==> src/rtl/dfmt_pkg.sv <==
// Package: dfmt_pkg
// Holds the constants and the format type that the deinterleaver shares.
// Assumes four samples per core cycle and two DDR ports.
package dfmt_pkg;
    localparam int SMP_PER_CYC = 4;
    localparam int NUM_PORTS   = 2;

    typedef enum logic {
        FMT_OFFSET = 1'b0,
        FMT_TWOS   = 1'b1
    } smp_fmt_e;
endpackage

==> src/rtl/dfmt_conv.sv <==
// Module: dfmt_conv
// Converts one sample to offset binary. When the format is two's
// complement it inverts the MSB. All lower bits pass through unchanged.
// Assumes W >= 2. The module is purely combinational.
module dfmt_conv
    import dfmt_pkg::*;
#(
    parameter int W = 14
) (
    input  logic [W-1:0] raw,
    input  smp_fmt_e     fmt,
    output logic [W-1:0] ob
);
    // Invert the top bit only when the source is two's complement.
    always_comb begin
        ob        = raw;
        ob[W-1]   = raw[W-1] ^ (fmt == FMT_TWOS);
    end
endmodule

==> src/rtl/dfmt_port.sv <==
// Module: dfmt_port
// Registers the rising-edge and falling-edge words for one DDR port.
// In reset, or when the input is not valid, both words are loaded with
// the mid-scale code. Assumes the inputs have already been converted to
// offset binary.
module dfmt_port #(
    parameter int W = 14
) (
    input  logic         clk,
    input  logic         rst_n,
    input  logic         vld,
    input  logic [W-1:0] rise_d,
    input  logic [W-1:0] fall_d,
    output logic [W-1:0] rise_q,
    output logic [W-1:0] fall_q
);
    localparam logic [W-1:0] MID = {1'b1, {(W-1){1'b0}}};

    // Load the word pair, or mid-scale while in reset or idle.
    always_ff @(posedge clk) begin
        if (!rst_n || !vld) begin
            rise_q <= MID;
            fall_q <= MID;
        end else begin
            rise_q <= rise_d;
            fall_q <= fall_d;
        end
    end
endmodule

==> src/rtl/dfmt_clk_lane.sv <==
// Module: dfmt_clk_lane
// Drives the forwarded clock as a data lane: rising word 1, falling word 0.
// Reset loads the same pattern, so the lane never stops toggling.
// The lane is registered so that it has the same latency as the data ports.
module dfmt_clk_lane (
    input  logic clk,
    input  logic rst_n,
    output logic lane_rise,
    output logic lane_fall
);
    // Hold the alternating pattern both in reset and in normal operation.
    always_ff @(posedge clk) begin
        if (!rst_n) begin
            lane_rise <= 1'b1;
            lane_fall <= 1'b0;
        end else begin
            lane_rise <= 1'b1;
            lane_fall <= 1'b0;
        end
    end
endmodule

==> src/rtl/dac_ddr_fmt.sv <==
// Module: dac_ddr_fmt
// Top level. Converts four samples per cycle to offset binary, splits them
// into even and odd ports, and registers the rising and falling words of
// each port together with the in-band clock lane. Assumes the DDR output
// primitives sit after this block. Latency is one cycle.
module dac_ddr_fmt
    import dfmt_pkg::*;
#(
    parameter int W = 14
) (
    input  logic                     clk,
    input  logic                     rst_n,
    input  logic                     in_valid,
    input  logic                     cfg_twos,
    input  logic [SMP_PER_CYC*W-1:0] in_samples,
    output logic [W-1:0]             p0_rise,
    output logic [W-1:0]             p0_fall,
    output logic [W-1:0]             p1_rise,
    output logic [W-1:0]             p1_fall,
    output logic                     clk_rise,
    output logic                     clk_fall
);
    smp_fmt_e     fmt;
    logic [W-1:0] conv  [SMP_PER_CYC];
    logic [W-1:0] rise_w[NUM_PORTS];
    logic [W-1:0] fall_w[NUM_PORTS];

    // Decode the format configuration bit.
    always_comb fmt = cfg_twos ? FMT_TWOS : FMT_OFFSET;

    // Convert each sample lane.
    for (genvar i = 0; i < SMP_PER_CYC; i++) begin : g_conv
        dfmt_conv #(.W(W)) u_conv (
            .raw (in_samples[i*W +: W]),
            .fmt (fmt),
            .ob  (conv[i])
        );
    end

    // Port p: the rising word takes sample p, the falling word takes sample p+NUM_PORTS.
    for (genvar p = 0; p < NUM_PORTS; p++) begin : g_port
        dfmt_port #(.W(W)) u_port (
            .clk    (clk),
            .rst_n  (rst_n),
            .vld    (in_valid),
            .rise_d (conv[p]),
            .fall_d (conv[p+NUM_PORTS]),
            .rise_q (rise_w[p]),
            .fall_q (fall_w[p])
        );
    end

    dfmt_clk_lane u_lane (
        .clk       (clk),
        .rst_n     (rst_n),
        .lane_rise (clk_rise),
        .lane_fall (clk_fall)
    );

    assign p0_rise = rise_w[0];
    assign p0_fall = fall_w[0];
    assign p1_rise = rise_w[1];
    assign p1_fall = fall_w[1];
endmodule

==> config.mk <==
export PLATFORM = sky130hd
export DESIGN_NAME = dac_ddr_fmt
export DESIGN_NICKNAME = d
export VERILOG_FILES = /design/src/rtl/dfmt_pkg.sv /design/src/rtl/dfmt_conv.sv /design/src/rtl/dfmt_port.sv /design/src/rtl/dfmt_clk_lane.sv /design/src/rtl/dac_ddr_fmt.sv
export SDC_FILE = /design/constraint.sdc
export NUM_CORES = 1
export LEC_CHECK = 0
export BUFFER_PORTS_ARGS = -buffer_cell sky130_fd_sc_hd__buf_2
export CORE_AREA = 2 2 58 100
export DETAILED_ROUTE_END_ITERATION = 10
export DIE_AREA = 0 0 60 102
export MAX_ROUTING_LAYER = met4
export PLACE_DENSITY_LB_ADDON = 0.3
export RECOVER_POWER = 25
export SLEW_MARGIN = 25
export SYNTH_ARGS = -nofsm -noshare
export SYNTH_HDL_FRONTEND = slang
export SYNTH_HIERARCHICAL = 1
export SYNTH_SLANG_ARGS = --single-unit
==> constraint.sdc <==
create_clock -name clk -period 0.8 [get_ports clk]
set_input_delay 0.12 -clock clk [delete_from_list [all_inputs] [get_ports clk]]
set_output_delay 0.12 -clock clk [all_outputs]
set_load 0.005 [all_outputs]
==> out/results.tsv <==
stage	metric	value	unit
pwr	seq_power_share	60.6	%
floorplan	fp.dieArea	0.00612	mm^2
grt	first_global_vias	1214	
yosys	synth_area_leader_cell	dfxtp_1	
yosys	ys.flop_type	dfxtp_1	
critical_path	cp-start-kind	flop	
grt	grt_max_degree	33	
floorplan	initial_core_util	37.9	%
pwr	clockPowerShare	29.9	%
yosys	ys_seq_area_share	55.8	%
critical_path	cpPeakStageDelay	0.32	ns
floorplan	boundaryPins	118	
grt	grt_pass1_wl	5.44	mm
worst_hold_path	hp-start	in_samples[46]	
routing	via_per_inst	4.02	
floorplan	die_w	60	um
yosys	synthesis.nets	240	
cts	numCtsBuffers	5	
placed_design	place.port_buffers	115	
grt	grt_overflow	0	
cts	clkSlewWorstSetupHoldPaths	0.09	ns
critical_path	worst_setup_path_end_kind	output pin	
pwr	powerDensity	2040	mW/mm^2
yosys	syn-cell-area	0.00201	mm^2
yosys	yosysMostFrequentCell	dfxtp_1	
final_layout	area_delta_synth_final	17.8	%
final_layout	fin_cells	318	
critical_path	path_class	reg2out	
critical_path	cp_num_buf_inv	1	
cts	clock-sinks	56	
cts	root_buffer	clkbuf_8	
cts	cts_max_level	2	
yosys	synth_edf_count	0	
critical_path	required	0.68	ns
yosys	synthCells	180	
sta	finalCriticalPeriod	0.853	ns
cts	cts_tree	yes	
routing	wl	3.63	mm
pwr	p_switching	1050	uW
placed_design	place_congestion	0.653	
floorplan	die_y	102	um
grt	grt_use_total	12.4	%
pwr	p_sw_share	21.9	%
cts	clockBufferDepth	2	
sta	setup_viol	56	
sta	clock.fmax	1.17	GHz
final_layout	post-route-util	44.7	%
critical_path	setup.worst_path.start	g_port[0].u_port/rise_q[2]	
run	maxCapViolCount	0	
critical_path	worstPathArrival	0.73	ns
yosys	yosysWarnings	6	
critical_path	path_max_fanout	1	
critical_path	crit_family	flip-flops	
yosys	synth_top_area_share	55.8	%
placed_design	dp_hpwl	2.70	mm
critical_path	worst-path-stages	1	
placed_design	placed_cells	311	
yosys	ys_seq_elements	56	
yosys	synth_area_per_cell	11.2	um^2
pwr	power_frac_comb	9.5	%
yosys	synthArstFlopShare	0	%
pwr	p_leak	0.00136	uW
final_layout	layout-drive-gt1-share	61.5	%
outcome	violations	negative setup slack	
final_layout	layout.nets	304	
worst_hold_path	min_path_type	in2reg	
sta	setup_ws	-0.0529	ns
pwr	ir_drop	1.19	mV
pwr	internal-power	3770	uW
routing	drcViolationCount	0	
sta	worst_hold_slack	0.0511	ns
sta	hold_viol_final	0	
critical_path	crit_chain	buf_2	
critical_path	crit_slowest_cell	dfxtp_2	
sta	finalCritPeriodShare	107	%
routing	drtIter0Drc	57	
yosys	synth_cell_types	9	
floorplan	core-area	0.00530	mm^2
routing	firstDrtPassIters	4	
placed_design	dp_slack	0.0711	ns
yosys	synth_common_cells	dfxtp_1 (56), buf_4 (54), and3_1 (36), and3_2 (16)	
critical_path	cp-endpoint	p0_rise[2]	
sta	rsz0062_at_grt	true	
yosys	synth_area_leaders	dfxtp_1 (56%), buf_4 (20%), and3_1 (11%)	
final_layout	diodes	0	
floorplan	rows	35	
outcome	status	finished with violations	
grt	antenna_found_initial	0	
routing	vias	1278	
routing	routedWlPerCell	11.4	um
sta	drv_slew	0	
routing	drtAntennaViolNets	0	
==> metrics by stage <==
step	setup TNS (ns)	area [um^2]	power [uW]
2_1_floorplan	0	2010	3340
3_3_place_gp	0	2290	3460
3_5_place_dp	0	2290	3470
4_1_cts	-3.01	2370	4920
5_1_grt	-4.68	2370	5100
6_report	-2.17	2370	4830
==> timing repair <==
action	4_1_cts	5_1_grt
gates resized for setup	3	8
setup buffers	0	0
gates cloned	0	0
setup endpoints to repair	56	56
hold buffers	0	0
==> power groups by stage <==
| stage | logic [uW] | clock network [uW] | registers, uW |
|---|---|---|---|
| final | 459 | 1440 | 2930 |
| after global routing | 515 | 1640 | 2940 |
| after CTS | 481 | 1510 | 2930 |
| after detailed placement | 481 | 0 | 2990 |
| after global placement | 475 | 0 | 2990 |
| after floorplan | 325 | 0 | 3010 |
==> worst min-delay path by stage <==
stage                            endpoint  slack (ns)  cells past startpoint
3_3_place_gp   g_port[1].u_port/rise_q[1]        0.36                      2
3_5_place_dp   g_port[1].u_port/rise_q[8]        0.36                      2
4_1_cts        g_port[1].u_port/fall_q[8]        0.04                      2
2_1_floorplan  g_port[0].u_port/fall_q[0]        0.29                      1
5_1_grt        g_port[1].u_port/fall_q[9]        0.03                      2
6_report       g_port[1].u_port/fall_q[4]        0.05                      2
==> sequential cells by signal, indices dropped and copies added, names as in the netlist <==
signal,count
g_port.u_port/rise_q,28
g_port.u_port/fall_q,28
==> layout by cell type (no fill, tap or decap) <==
master / Yosys / final
clkbuf_2: 0 / 2
and3_1: 36 / 36
xor2_1: 4 / 4
buf_6: 4 / 3
clkinv_2: 0 / 1
conb_1: 2 / 2
buf_12: 0 / 2
and3_2: 16 / 16
buf_2: 4 / 112
clkbuf_8: 0 / 5
clkinvlp_4: 0 / 1
dfxtp_1: 56 / 48
dfxtp_2: 0 / 8
nand3b_1: 4 / 4
==> per-layer routing <==
layer | track usage [%] | up-vias | share of wire (%) | routed length [um]
met3 | 3.80 | 7 | 8.3 | 302
met1 | 11.6 | 547 | 35 | 1280
met4 | 7.18 | 0 | 3.0 | 108
met2 | 21.5 | 67 | 53 | 1940
li1 | - | 657 | - | -
met5 | - | - | 0 | 0
==> layout make-up <==
cell class                      instances  area [um^2]
Sequential cell                        56         1130
Clock inverter                          2         12.5
Fill cell                             553         2930
Timing Repair Buffer                  119          644
Tap cell                               74         92.6
Clock buffer                            5         68.8
Multi-Input combinational cell         62          418
==> logic make-up after synthesis <==
logic type / Yosys count / share of synthesized area, %
buffers and inverters: 62 / 23.4
and+or+nand+nor: 56 / 18.7
DFF: 56 / 55.8
other: 2 / 0.374
xor gates and xnor gates: 4 / 1.74
Power figures use the tool's default switching activity.
